$ cat src/rtl/dio_pkg.sv
// Package: shared register offsets and field widths for the discrete I/O
// edge interrupt controller. Assumes 32-bit registers and 8 pins per direction.
package dio_pkg;
    localparam int IO_W    = 8;
    localparam int WORD_W  = 32;
    localparam int OFS_W   = 2;

    typedef enum logic [OFS_W-1:0] {
        OFS_IO     = 2'd0,
        OFS_EDGE   = 2'd1,
        OFS_CTLRST = 2'd2,
        OFS_NONE   = 2'd3
    } reg_ofs_e;
endpackage

$ cat src/rtl/dio_in_filter.sv
// Module: per-pin synchroniser, glitch filter and edge pulse generator.
// The filtered level follows the synchronised level once it has differed
// for FILT_CYC consecutive cycles. A one-cycle rise or fall pulse comes out
// at the same edge. Assumes SYNC_STAGES >= 2 and FILT_CYC >= 1.
module dio_in_filter #(
    parameter int W           = 8,
    parameter int SYNC_STAGES = 2,
    parameter int FILT_CYC    = 3
) (
    input  logic         clk,
    input  logic         rst_n,
    input  logic [W-1:0] raw_in,
    output logic [W-1:0] sync_lvl,
    output logic [W-1:0] flt_lvl,
    output logic [W-1:0] rise_evt,
    output logic [W-1:0] fall_evt
);
    localparam int CNT_W   = (FILT_CYC > 1) ? $clog2(FILT_CYC) : 1;
    localparam int CNT_MAX = FILT_CYC - 1;

    for (genvar i = 0; i < W; i++) begin : g_pin
        logic [SYNC_STAGES-1:0] sh_q;
        logic [CNT_W-1:0]       cnt_q;
        logic                   lvl_q;
        logic                   rise_q;
        logic                   fall_q;
        logic                   s_now;

        assign s_now = sh_q[SYNC_STAGES-1];

        // Shift the raw pin through the synchroniser chain.
        always_ff @(posedge clk) begin
            if (!rst_n) sh_q <= '0;
            else        sh_q <= {sh_q[SYNC_STAGES-2:0], raw_in[i]};
        end

        // Count cycles of disagreement and accept the level after FILT_CYC of them.
        always_ff @(posedge clk) begin
            if (!rst_n) begin
                cnt_q  <= '0;
                lvl_q  <= 1'b0;
                rise_q <= 1'b0;
                fall_q <= 1'b0;
            end else if (s_now == lvl_q) begin
                cnt_q  <= '0;
                rise_q <= 1'b0;
                fall_q <= 1'b0;
            end else if (cnt_q == CNT_W'(CNT_MAX)) begin
                cnt_q  <= '0;
                lvl_q  <= s_now;
                rise_q <= s_now;
                fall_q <= ~s_now;
            end else begin
                cnt_q  <= cnt_q + 1'b1;
                rise_q <= 1'b0;
                fall_q <= 1'b0;
            end
        end

        assign sync_lvl[i] = s_now;
        assign flt_lvl[i]  = lvl_q;
        assign rise_evt[i] = rise_q;
        assign fall_evt[i] = fall_q;
    end
endmodule

$ cat src/rtl/dio_edge_flags.sv
// Module: edge enables and sticky write-one-to-clear edge flags.
// An edge sets its flag only while the enable held before the write is high.
// A set in the same cycle as a clear wins. Assumes wr_en is already decoded.
module dio_edge_flags #(
    parameter int W = 8
) (
    input  logic         clk,
    input  logic         rst_n,
    input  logic         wr_en,
    input  logic [W-1:0] wr_fall_en,
    input  logic [W-1:0] wr_rise_en,
    input  logic [W-1:0] wr_fall_clr,
    input  logic [W-1:0] wr_rise_clr,
    input  logic [W-1:0] rise_evt,
    input  logic [W-1:0] fall_evt,
    output logic [W-1:0] rise_en,
    output logic [W-1:0] fall_en,
    output logic [W-1:0] rise_st,
    output logic [W-1:0] fall_st,
    output logic         usr_irq
);
    logic [W-1:0] rise_clr;
    logic [W-1:0] fall_clr;

    // Clear masks apply only during a write to this register.
    always_comb begin
        rise_clr = wr_en ? wr_rise_clr : '0;
        fall_clr = wr_en ? wr_fall_clr : '0;
    end

    // Hold the enable bits.
    always_ff @(posedge clk) begin
        if (!rst_n) begin
            rise_en <= '0;
            fall_en <= '0;
        end else if (wr_en) begin
            rise_en <= wr_rise_en;
            fall_en <= wr_fall_en;
        end
    end

    // Update the sticky flags; an enabled new edge overrides a clear.
    always_ff @(posedge clk) begin
        if (!rst_n) begin
            rise_st <= '0;
            fall_st <= '0;
        end else begin
            rise_st <= (rise_st & ~rise_clr) | (rise_evt & rise_en);
            fall_st <= (fall_st & ~fall_clr) | (fall_evt & fall_en);
        end
    end

    // Summarise the flags whose enable is set.
    assign usr_irq = |((rise_st & rise_en) | (fall_st & fall_en));
endmodule

$ cat src/rtl/dio_edge_irq_ctrl.sv
// Module: top of the discrete I/O edge interrupt controller.
// Decodes the register port, holds the output and controller-reset controls,
// builds the read words and merges the interrupts. Assumes ctl_irq_n is
// already synchronous to clk.
module dio_edge_irq_ctrl
    import dio_pkg::*;
#(
    parameter int         SYNC_STAGES  = 2,
    parameter int         FILT_CYC     = 3,
    parameter logic       MEM_SMALL    = 1'b0,
    parameter logic [2:0] CTL_CNT_CODE = 3'b001
) (
    input  logic              clk,
    input  logic              rst_n,
    input  logic              bus_sel,
    input  logic              bus_we,
    input  logic [OFS_W-1:0]  bus_addr,
    input  logic [WORD_W-1:0] bus_wdata,
    output logic [WORD_W-1:0] bus_rdata,
    input  logic [IO_W-1:0]   usr_in,
    output logic [IO_W-1:0]   usr_drv_low,
    input  logic [1:0]        ctl_irq_n,
    output logic              ctl_rst_n,
    output logic              irq_n
);
    localparam int          HI_LSB   = WORD_W - IO_W;
    localparam int          MID_LSB  = HI_LSB - IO_W;
    localparam logic [4:0]  ONES_FLD = 5'h1F;

    reg_ofs_e          ofs;
    logic              wr_io;
    logic              wr_edge;
    logic              wr_rst;
    logic [IO_W-1:0]   out_q;
    logic              rst_q;
    logic [IO_W-1:0]   sync_lvl;
    logic [IO_W-1:0]   flt_lvl;
    logic [IO_W-1:0]   rise_evt;
    logic [IO_W-1:0]   fall_evt;
    logic [IO_W-1:0]   rise_en;
    logic [IO_W-1:0]   fall_en;
    logic [IO_W-1:0]   rise_st;
    logic [IO_W-1:0]   fall_st;
    logic              usr_irq;
    logic [WORD_W-1:0] io_word;
    logic [WORD_W-1:0] edge_word;
    logic [WORD_W-1:0] rst_word;

    // Decode the offset into per-register write strobes.
    always_comb begin
        ofs     = reg_ofs_e'(bus_addr);
        wr_io   = bus_sel && bus_we && (ofs == OFS_IO);
        wr_edge = bus_sel && bus_we && (ofs == OFS_EDGE);
        wr_rst  = bus_sel && bus_we && (ofs == OFS_CTLRST);
    end

    dio_in_filter #(
        .W           (IO_W),
        .SYNC_STAGES (SYNC_STAGES),
        .FILT_CYC    (FILT_CYC)
    ) u_filter (
        .clk      (clk),
        .rst_n    (rst_n),
        .raw_in   (usr_in),
        .sync_lvl (sync_lvl),
        .flt_lvl  (flt_lvl),
        .rise_evt (rise_evt),
        .fall_evt (fall_evt)
    );

    dio_edge_flags #(
        .W (IO_W)
    ) u_flags (
        .clk         (clk),
        .rst_n       (rst_n),
        .wr_en       (wr_edge),
        .wr_fall_en  (bus_wdata[HI_LSB +: IO_W]),
        .wr_rise_en  (bus_wdata[MID_LSB +: IO_W]),
        .wr_fall_clr (bus_wdata[IO_W +: IO_W]),
        .wr_rise_clr (bus_wdata[0 +: IO_W]),
        .rise_evt    (rise_evt),
        .fall_evt    (fall_evt),
        .rise_en     (rise_en),
        .fall_en     (fall_en),
        .rise_st     (rise_st),
        .fall_st     (fall_st),
        .usr_irq     (usr_irq)
    );

    // Hold the output controls (1 = released) and the controller reset bit.
    always_ff @(posedge clk) begin
        if (!rst_n) begin
            out_q <= '1;
            rst_q <= 1'b1;
        end else begin
            if (wr_io)  out_q <= bus_wdata[HI_LSB +: IO_W];
            if (wr_rst) rst_q <= bus_wdata[0];
        end
    end

    // Assemble the three read words.
    always_comb begin
        io_word   = {out_q, flt_lvl, 4'h0, MEM_SMALL, CTL_CNT_CODE,
                     ONES_FLD, ~usr_irq, ctl_irq_n};
        edge_word = {fall_en, rise_en, fall_st, rise_st};
        rst_word  = {{(WORD_W-1){1'b0}}, rst_q};
    end

    // Select the read data by offset.
    always_comb begin
        unique case (ofs)
            OFS_IO:     bus_rdata = io_word;
            OFS_EDGE:   bus_rdata = edge_word;
            OFS_CTLRST: bus_rdata = rst_word;
            default:    bus_rdata = '0;
        endcase
    end

    assign usr_drv_low = ~out_q;
    assign ctl_rst_n   = rst_q;
    assign irq_n       = (&ctl_irq_n) & ~usr_irq;
endmodule

$ cat config.mk
export PLATFORM = sky130hd
export DESIGN_NAME = dio_edge_irq_ctrl
export DESIGN_NICKNAME = d
export VERILOG_FILES = /design/src/rtl/dio_pkg.sv /design/src/rtl/dio_in_filter.sv /design/src/rtl/dio_edge_flags.sv /design/src/rtl/dio_edge_irq_ctrl.sv
export SDC_FILE = /design/constraint.sdc
export NUM_CORES = 1
export LEC_CHECK = 0
export BUFFER_PORTS_ARGS = -buffer_cell sky130_fd_sc_hd__buf_2
export CAP_MARGIN = 10
export CORE_MARGIN = 2
export CORE_UTILIZATION = 40
export DETAILED_ROUTE_END_ITERATION = 10
export HOLD_SLACK_MARGIN = 0.1
export PLACE_DENSITY = 0.59
export SLEW_MARGIN = 15
export SYNTH_ARGS = -nofsm -noshare
export SYNTH_HDL_FRONTEND = slang
export SYNTH_SLANG_ARGS = --single-unit
$ cat constraint.sdc
create_clock -name clk -period 3.4 [get_ports clk]
set_clock_uncertainty 0.05 [all_clocks]
set_input_delay 0.68 -clock clk [delete_from_list [all_inputs] [get_ports clk]]
set_output_delay 0.68 -clock clk [all_outputs]
set_load 0.005 [all_outputs]
==> flow_metrics.env, run 1 <==
export IMPL_mostFrequentLayoutCells="97 x dfxtp_1, 89 x buf_2, 60 x nand2_1, 35 x nor2_1, 26 x mux2i_1"
export IMPL_cp_arrival_ns=1.85
export IMPL_cp_slowest_stage_delay_ns=0.35
export IMPL_place_gp_congestion=0.742
export IMPL_p_per_area_nw_per_um2=456
export IMPL_area_delta_synth_final_pct=20.3
export IMPL_ir_drop_uv=164
export IMPL_num_nets_final=562
export IMPL_synth_seq_cells=97
export IMPL_hold_start="u_filter.g_pin[1].cnt_q[0]"
export IMPL_setup_violations=0
export IMPL_num_vias=3005
export IMPL_endpoint="bus_rdata[2]"
export IMPL_startpoint="u_flags.rise_en[3]"
export IMPL_drt_antenna_violating_nets=0
export IMPL_worstPathRequired_ns=2.67
export IMPL_fin_tns_setup_ns=0
export IMPL_cts_resized=0
export IMPL_grt_max_degree=43
export IMPL_synthDistinctLibCells=30
export IMPL_antenna_cells=0
export IMPL_ys_flop_type="dfxtp_1"
export IMPL_reg2reg_slack_ns=2.37
export IMPL_post_route_drc_count=0
export IMPL_layout_min_cycle_time_ns=2.58
export IMPL_worstSetupStartpointType="flip-flop"
export IMPL_min_path_type="flip-flop to flip-flop"
export IMPL_path_depth=5
export IMPL_drt_first_iter_violations=142
export IMPL_path_class="flip-flop to output port"
export IMPL_fin_crit_sh_pct=75.9
export IMPL_grt_total_usage_pct=17.2
export IMPL_multiInputGateArea_um2=1770
export IMPL_io_pins=90
export IMPL_holdBufCountCts=0
export IMPL_fp_row_count=36
export IMPL_synth_edf_count=0
export IMPL_worstPathMaxFanout=4
export IMPL_rsz0062_at_grt="no"
export IMPL_fin_cells=643
export IMPL_report_final_slew_viol_count=0
export IMPL_status="complete, no violations"
export IMPL_antenna_found_initial=0
export IMPL_hold_ws_ns=0.363
export IMPL_fillers=1001
export IMPL_path_buf_inv=1
export IMPL_worst_slew_pin_slew_ns=0.666
export IMPL_die_w_um=103
export IMPL_tritoncts="built"
export IMPL_avgViaCountPerCell=4.67
export IMPL_synthCells=420
export IMPL_fmax_mhz=388
export IMPL_syn_nets=476
export IMPL_place_inst=628
export IMPL_insertion_delay_ns=0.35
export IMPL_layout_commonest_cell="dfxtp_1"
export IMPL_cpMaxStageDelayCell="dfxtp_1"
export IMPL_cts_root_buf="clkbuf_8"
export IMPL_placed_area_um2=4490
export IMPL_post_cts_repair_setup_buffers=0
export IMPL_core_area_um2=9640
export IMPL_r2r_start="u_filter.g_pin[1].cnt_q[0]"
export IMPL_cts_sinks=97
export IMPL_overflow=0
export IMPL_rr_worst_depth=4
export IMPL_drive_gt1_share_pct=22.2
export IMPL_port_buffers=89
export IMPL_seq_area_um2=1940
export IMPL_synth_area_um2=3920
export IMPL_avgSynthCellArea_um2=9.34
export IMPL_routedWlPerCell_um=13.8
export IMPL_slew_headroom_pct=55.6
export IMPL_cp_top_family="compound AO/OA/AOI/OAI gates"
export IMPL_end_kind="output port"
export IMPL_dpl_hpwl_um=6440
export IMPL_finalHoldViolations=0
export IMPL_die_area_um2=10600
export IMPL_routed_wl_um=8850
export IMPL_yosysWarningCount=0
export IMPL_crit_chain="a22o_1 -> a221oi_1 -> and4_1 -> a22o_1 -> buf_2"
export IMPL_grt_pass1_wl_um=14000
export IMPL_cts_buffers=9
export IMPL_yosysSeqAreaShare_pct=49.5
export IMPL_fin_area_um2=4720
export IMPL_timing_rr_end="u_filter.g_pin[1].fall_q"
export IMPL_start_util_pct=40.7
export IMPL_p_leak_nw=2.01
export IMPL_cap_violations=0
export IMPL_grt_pass1_vias=2807
export IMPL_async_flop_share_pct=0
export IMPL_ctsHtreeMaxLevel=3
export IMPL_first_pass_iters=4
export IMPL_clock_path_buffers=2
export IMPL_clk_pin_slew_ns=0.09
export IMPL_cp_common_cell="a22o_1"
export IMPL_die_y_um=103
[worst register-to-register path, delay by kind of cell, from the launching register on]
family                     cells  cell delay, ns
DFF                            1            0.32
and+or+nand+nor                2            0.32
adders and majority gates      1            0.20
buffers and inverters          1            0.06
[power by group]
group	switching [mW]	leakage, nW	internal (mW)
Clock	0.368	0.116	0.472
Combinational	0.0746	1.10	0.0702
Sequential	0.0129	0.787	1.15
[through the flow]
| stage | worst slack [ns] | utilization (%) | total power [mW] |
|---|---|---|---|
| finish | 0.820 | 48.9 | 2.15 |
| global route | 0.741 | 48.9 | 2.26 |
| CTS | 0.781 | 48.9 | 2.18 |
| detailed placement | 1.00 | 46.6 | 1.34 |
| global placement | 1.02 | 46.6 | 1.34 |
| floorplan | 1.37 | - | 1.27 |
[registers in the layout, summed over array words and instances (netlist names)]
register,count
u_flags.fall_en,8
u_filter.g_pin.sh_q,16
u_flags.rise_en,8
u_filter.g_pin.lvl_q,8
u_flags.rise_st,8
u_flags.fall_st,8
ctl_rst_n,1
u_filter.g_pin.fall_q,8
out_q,8
u_filter.g_pin.rise_q,8
u_filter.g_pin.cnt_q,16
[per-layer routing]
metal	global-route usage [%]	vias to the layer above	routed length, um
met5	0	-	0
met4	5.47	0	36
met3	3.59	2	376
met2	27.5	66	4140
met1	23.5	1376	4290
li1	-	1561	-
[kinds of logic (layout without fill, tap and decap cells)]
kind of cell	after synthesis	after routing	synth area share, %
DFF	97	97	49.5
buffers and inverters	44	134	5.42
and+or+nand+nor	173	173	22.9
adders and majority gates	8	8	2.55
AOI/OAI and AO/OA	64	64	11.2
xor gates and xnor gates	8	8	1.79
muxes	26	26	6.64
[worst min-delay path by stage]
stage,endpoint,cells after the start
2_1_floorplan,u_filter.g_pin[0].cnt_q[0],1
3_3_place_gp,u_filter.g_pin[3].cnt_q[0],1
3_5_place_dp,u_filter.g_pin[1].cnt_q[0],1
4_1_cts,u_filter.g_pin[1].cnt_q[0],1
5_1_grt,u_filter.g_pin[7].cnt_q[0],1
6_report,u_filter.g_pin[1].cnt_q[0],1
[synthesized netlist by cell type, types with 9 or more instances]
| cell | count | area, um^2 |
|---|---|---|
| dfxtp_1 | 97 | 1940 |
| nand2_1 | 60 | 225 |
| nor2_1 | 35 | 131 |
| mux2i_1 | 26 | 260 |
| nor2b_1 | 25 | 156 |
| and2_1 | 23 | 144 |
| inv_1 | 22 | 82.6 |
| a21oi_1 | 19 | 95.1 |
| nor3b_1 | 16 | 120 |
| a21boi_1 | 10 | 75.1 |
| a22oi_1 | 10 | 75.1 |
| clkbuf_1 | 9 | 33.8 |
[cell type report]
type / count / area share, %
clock inverters: 2 / 1.27
multi-input cells: 279 / 37.5
clock buffers: 13 / 3.58
flip-flops and latches: 97 / 41.2
well taps: 133 / 3.53
repair buffers: 97 / 11.2
inverters: 22 / 1.75
No activity file was read; power rests on OpenSTA's default activity.
==> run 2: changes to the inputs <==
==> constraint.sdc (replaced) <==
create_clock -name clk -period 2.5 [get_ports clk]
set_clock_uncertainty 0.05 [all_clocks]
set_input_delay 0.5 -clock clk [delete_from_list [all_inputs] [get_ports clk]]
set_output_delay 0.5 -clock clk [all_outputs]
set_load 0.005 [all_outputs]
==> flow_metrics.env, run 2 (same netlist as run 1, synthesis figures left out) <==
export IMPL_status="complete, no violations"
export IMPL_antenna_found_initial=0
export IMPL_dpl_hpwl_um=6420
export IMPL_start_util_pct=40.7
export IMPL_grt_total_usage_pct=17.4
export IMPL_layout_setup_ws_ns=0.171
export IMPL_place_gp_congestion=0.755
export IMPL_antenna_cells=0
export IMPL_drive_gt1_share_pct=23.0
export IMPL_path_class="flip-flop to output port"
export IMPL_ctsHtreeMaxLevel=3
export IMPL_routed_wl_um=8940
export IMPL_die_y_um=103
export IMPL_worst_slew_pin_slew_ns=0.591
export IMPL_area_delta_synth_final_pct=20.7
export IMPL_p_per_area_nw_per_um2=613
export IMPL_port_buffers=89
export IMPL_die_area_um2=10600
export IMPL_first_pass_iters=4
export IMPL_worstPathRequired_ns=1.95
export IMPL_end_kind="output port"
export IMPL_layout_min_cycle_time_ns=2.33
export IMPL_cts_resized=0
export IMPL_dpl_worst_slack_ns=0.424
export IMPL_die_w_um=103
export IMPL_cp_arrival_ns=1.78
export IMPL_final_core_util_pct=49.1
export IMPL_clk_pin_slew_ns=0.10
export IMPL_drt_antenna_violating_nets=0
export IMPL_clock_path_buffers=2
export IMPL_fmax_mhz=429
export IMPL_mostFrequentLayoutCells="97 x dfxtp_1, 89 x buf_2, 60 x nand2_1, 35 x nor2_1, 26 x mux2i_1"
export IMPL_slew_headroom_pct=60.5
export IMPL_p_leak_nw=2.02
export IMPL_num_vias=3091
export IMPL_core_area_um2=9640
export IMPL_fin_tns_setup_ns=0
export IMPL_routedWlPerCell_um=13.8
export IMPL_rsz0062_at_grt="no"
export IMPL_finalHoldViolations=0
export IMPL_post_route_drc_count=0
export IMPL_cts_buffers=9
export IMPL_grt_max_degree=82
export IMPL_cts_sinks=97
export IMPL_io_pins=90
export IMPL_ir_drop_uv=311
export IMPL_worstPathMaxFanout=4
export IMPL_cap_violations=0
export IMPL_min_path_type="input port to flip-flop"
export IMPL_setup_violations=0
export IMPL_report_final_slew_viol_count=0
export IMPL_overflow=0
export IMPL_grt_pass1_vias=2818
export IMPL_avgViaCountPerCell=4.78
export IMPL_insertion_delay_ns=0.36
export IMPL_worstSetupStartpointType="flip-flop"
export IMPL_fin_crit_sh_pct=93.1
export IMPL_post_cts_repair_setup_buffers=0
export IMPL_drt_first_iter_violations=100
export IMPL_cts_root_buf="clkbuf_8"
export IMPL_num_nets_final=564
export IMPL_fillers=979
export IMPL_layout_commonest_cell="dfxtp_1"
export IMPL_fp_row_count=36
export IMPL_largest_registers="u_filter.g_pin.cnt_q: 16 flops, u_filter.g_pin.sh_q: 16 flops"
export IMPL_holdBufCountCts=0
export IMPL_tritoncts="built"
export IMPL_grt_pass1_wl_um=13800
## run 2: metrics by stage
step           cell area [um^2]  total power [mW]  std cells  hold WS [ns]
4_1_cts                    4720              2.93        646         0.274
5_1_grt                    4730              3.03        646         0.260
6_report                   4730              2.90        646         0.289
2_1_floorplan              3920              1.73        420         0.342
3_5_place_dp               4500              1.83        630         0.354
3_3_place_gp               4500              1.83        630         0.348
## run 2: where the power goes
group	total (mW)	switching (mW)	internal [mW]
Combinational	0.203	0.105	0.0982
Clock	1.11	0.544	0.568
Sequential	1.59	0.0175	1.57
## run 2: layout make-up
class	instances	area [um^2]	area share [%]
inverter	22	82.6	1.74
clock buffer	10	128	2.70
multi-input combinational	279	1780	37.6
clock inverter	6	90.1	1.90
tap	133	166	3.52
sequential	97	1940	41.0
timing repair buffer	99	546	11.5
## run 2: final timing paths
check / end / slack [ns] / start / depth (start not counted)
worst min register to register: u_filter.g_pin[5].cnt_q[0] / 0.36 / u_filter.g_pin[5].cnt_q[0] / 1
worst max-delay path: irq_n / 0.17 / u_flags.rise_en[3] / 5
worst min-delay path: u_filter.g_pin[1].sh_q[0] / 0.29 / usr_in[1] / 2
worst max register to register: u_filter.g_pin[7].cnt_q[0] / 1.49 / u_filter.g_pin[7].cnt_q[0] / 4
## run 2: worst max-delay path, cell delays in order, from the launching register on
cell and delay [ns]:
dfxtp_1 0.35, a22o_1 0.22, a221oi_2 0.25, and4_1 0.27, and3_1 0.20, buf_2 0.12
## run 2: routing by layer
metal / part of all wire (%) / track usage [%] / up-vias
li1: - / - / 1571
met1: 48 / 23.9 / 1440
met2: 46 / 26.9 / 65
met3: 3.8 / 3.25 / 15
met4: 2.1 / 7.19 / 0
met5: 0 / 0 / -
==> run 3: changes to the inputs <==
--- a/config.mk
+++ b/config.mk
@@ -7,11 +7,10 @@
 export LEC_CHECK = 0
 export BUFFER_PORTS_ARGS = -buffer_cell sky130_fd_sc_hd__buf_2
 export CAP_MARGIN = 10
-export CORE_MARGIN = 2
-export CORE_UTILIZATION = 40
+export CORE_UTILIZATION = 33
 export DETAILED_ROUTE_END_ITERATION = 10
 export HOLD_SLACK_MARGIN = 0.1
-export PLACE_DENSITY = 0.59
+export PLACE_DENSITY = 0.5
 export SLEW_MARGIN = 15
 export SYNTH_ARGS = -nofsm -noshare
 export SYNTH_HDL_FRONTEND = slang
==> flow_metrics.env, run 3 (same netlist as run 1, synthesis figures left out) <==
export IMPL_io_pins=90
export IMPL_min_path_type="input port to flip-flop"
export IMPL_largest_registers="u_filter.g_pin.cnt_q: 16 flops, u_filter.g_pin.sh_q: 16 flops"
export IMPL_first_pass_iters=7
export IMPL_comb_power_share_pct=6.6
export IMPL_num_nets_final=566
export IMPL_num_vias=3036
export IMPL_holdBufCountCts=0
export IMPL_overflow=0
export IMPL_switching_power_mw=0.707
export IMPL_drt_antenna_violating_nets=0
export IMPL_p_per_area_nw_per_um2=635
export IMPL_ctsHtreeMaxLevel=3
export IMPL_finalPower_mw=3.05
export IMPL_cp_arrival_ns=1.79
export IMPL_die_y_um=111
export IMPL_worstPathRequired_ns=1.95
export IMPL_grt_total_usage_pct=15.7
export IMPL_placed_area_um2=4520
export IMPL_cp_slowest_stage_delay_ns=0.36
export IMPL_start_util_pct=34.1
export IMPL_cp_top_family="compound AO/OA/AOI/OAI gates"
export IMPL_fin_crit_sh_pct=93.6
export IMPL_rsz0062_at_grt="no"
export IMPL_fin_area_um2=4800
export IMPL_power_frac_seq_pct=52.1
export IMPL_hold_ws_ns=0.318
export IMPL_report_final_slew_viol_count=0
export IMPL_place_gp_congestion=0.745
export IMPL_drive_gt1_share_pct=23.3
export IMPL_fin_tns_setup_ns=0
export IMPL_finalHoldViolations=0
export IMPL_cts_sinks=97
export IMPL_clock_path_buffers=2
export IMPL_die_area_um2=12300
export IMPL_fmax_mhz=428
export IMPL_insertion_delay_ns=0.33
export IMPL_path_class="flip-flop to output port"
export IMPL_routedWlPerCell_um=14.2
export IMPL_cpMaxStageDelayCell="dfxtp_1"
export IMPL_antenna_found_initial=0
export IMPL_layout_commonest_cell="dfxtp_1"
export IMPL_core_area_um2=11500
export IMPL_slew_headroom_pct=60.1
export IMPL_antenna_cells=0
export IMPL_routed_wl_um=9330
export IMPL_p_leak_nw=2.04
export IMPL_worst_slew_pin_slew_ns=0.597
export IMPL_drt_first_iter_violations=168
export IMPL_cap_violations=0
export IMPL_p_int_mw=2.35
export IMPL_cts_root_buf="clkbuf_16"
export IMPL_p_clk_share_pct=41.3
export IMPL_fp_row_count=39
export IMPL_final_core_util_pct=41.7
export IMPL_end_kind="output port"
export IMPL_die_w_um=111
export IMPL_mostFrequentLayoutCells="97 x dfxtp_1, 89 x buf_2, 60 x nand2_1, 35 x nor2_1, 26 x mux2i_1"
export IMPL_switching_share_pct=23.2
export IMPL_worstSetupStartpointType="flip-flop"
export IMPL_dpl_hpwl_um=6880
export IMPL_clk_pin_slew_ns=0.07
export IMPL_port_buffers=89
export IMPL_ir_drop_uv=267
export IMPL_grt_max_degree=33
export IMPL_worstPathMaxFanout=4
export IMPL_post_route_drc_count=18
export IMPL_grt_pass1_wl_um=15100
export IMPL_grt_pass1_vias=2904
export IMPL_crit_chain="a22o_1 -> a221oi_2 -> and4_1 -> a22o_1 -> buf_2"
export IMPL_setup_violations=0
export IMPL_path_buf_inv=1
export IMPL_tritoncts="built"
export IMPL_violations="design-rule violations"
export IMPL_avgViaCountPerCell=4.61
export IMPL_area_delta_synth_final_pct=22.5
export IMPL_layout_min_cycle_time_ns=2.34
export IMPL_cp_common_cell="a22o_1"
export IMPL_status="finished, violations left"
export IMPL_post_cts_repair_setup_buffers=0
export IMPL_cts_buffers=9
-- run 3: cell types whose count changed in the layout (fill, tap and decap cells not counted) --
cell / delta
clkinvlp_4: +1
clkinv_2: +1
bufinv_16: -2
buf_4: +3
clkbuf_8: -9
clkbuf_16: +9
buf_12: -1
-- run 3: final cells by class --
type | count | area, um^2
fillers | 1151 | 6710
clock buffers | 10 | 229
multi-input cells | 279 | 1780
flip-flops and latches | 97 | 1940
inverters | 22 | 82.6
repair buffers | 101 | 548
clock inverters | 6 | 42.5
well taps | 143 | 179
-- run 3: worst paths after layout --
path	slack, ns	cells past startpoint	startpoint	to
min	0.32	2	usr_in[7]	u_filter.g_pin[7].sh_q[0]
max	0.16	5	u_flags.fall_en[2]	bus_rdata[2]
min reg2reg	0.36	1	u_filter.g_pin[2].cnt_q[0]	u_filter.g_pin[2].cnt_q[0]
max reg2reg	1.39	4	u_filter.g_pin[6].cnt_q[0]	u_filter.g_pin[6].fall_q
-- run 3: per-stage QoR --
stage               std cells  setup slack (ns)
floorplan                 420             0.830
finish                    658             0.161
detailed placement        642             0.334
CTS                       658            0.0218
global placement          642             0.258
global route              658             0.102
-- run 3: what timing repair did --
action,in CTS,in global routing
pin swaps,0,0
gates resized for setup,1,1
endpoints found under the setup margin,2,2
-- run 3: power groups by stage --
stage	Sequential (mW)	Clock, mW	Combinational (mW)
after floorplan	1.62	0	0.111
after global placement	1.62	0	0.203
after detailed placement	1.62	0	0.204
after CTS	1.59	1.29	0.205
after global routing	1.59	1.36	0.225
final	1.59	1.26	0.202
-- run 3: routing by layer --
layer  up-vias  GRT usage (%)  routed length [um]
li1       1578              -                   -
met1      1377           21.8                4640
met2        67           24.1                4180
met3        14           2.95                 360
met4         0           6.30                 146
met5         -              0                   0
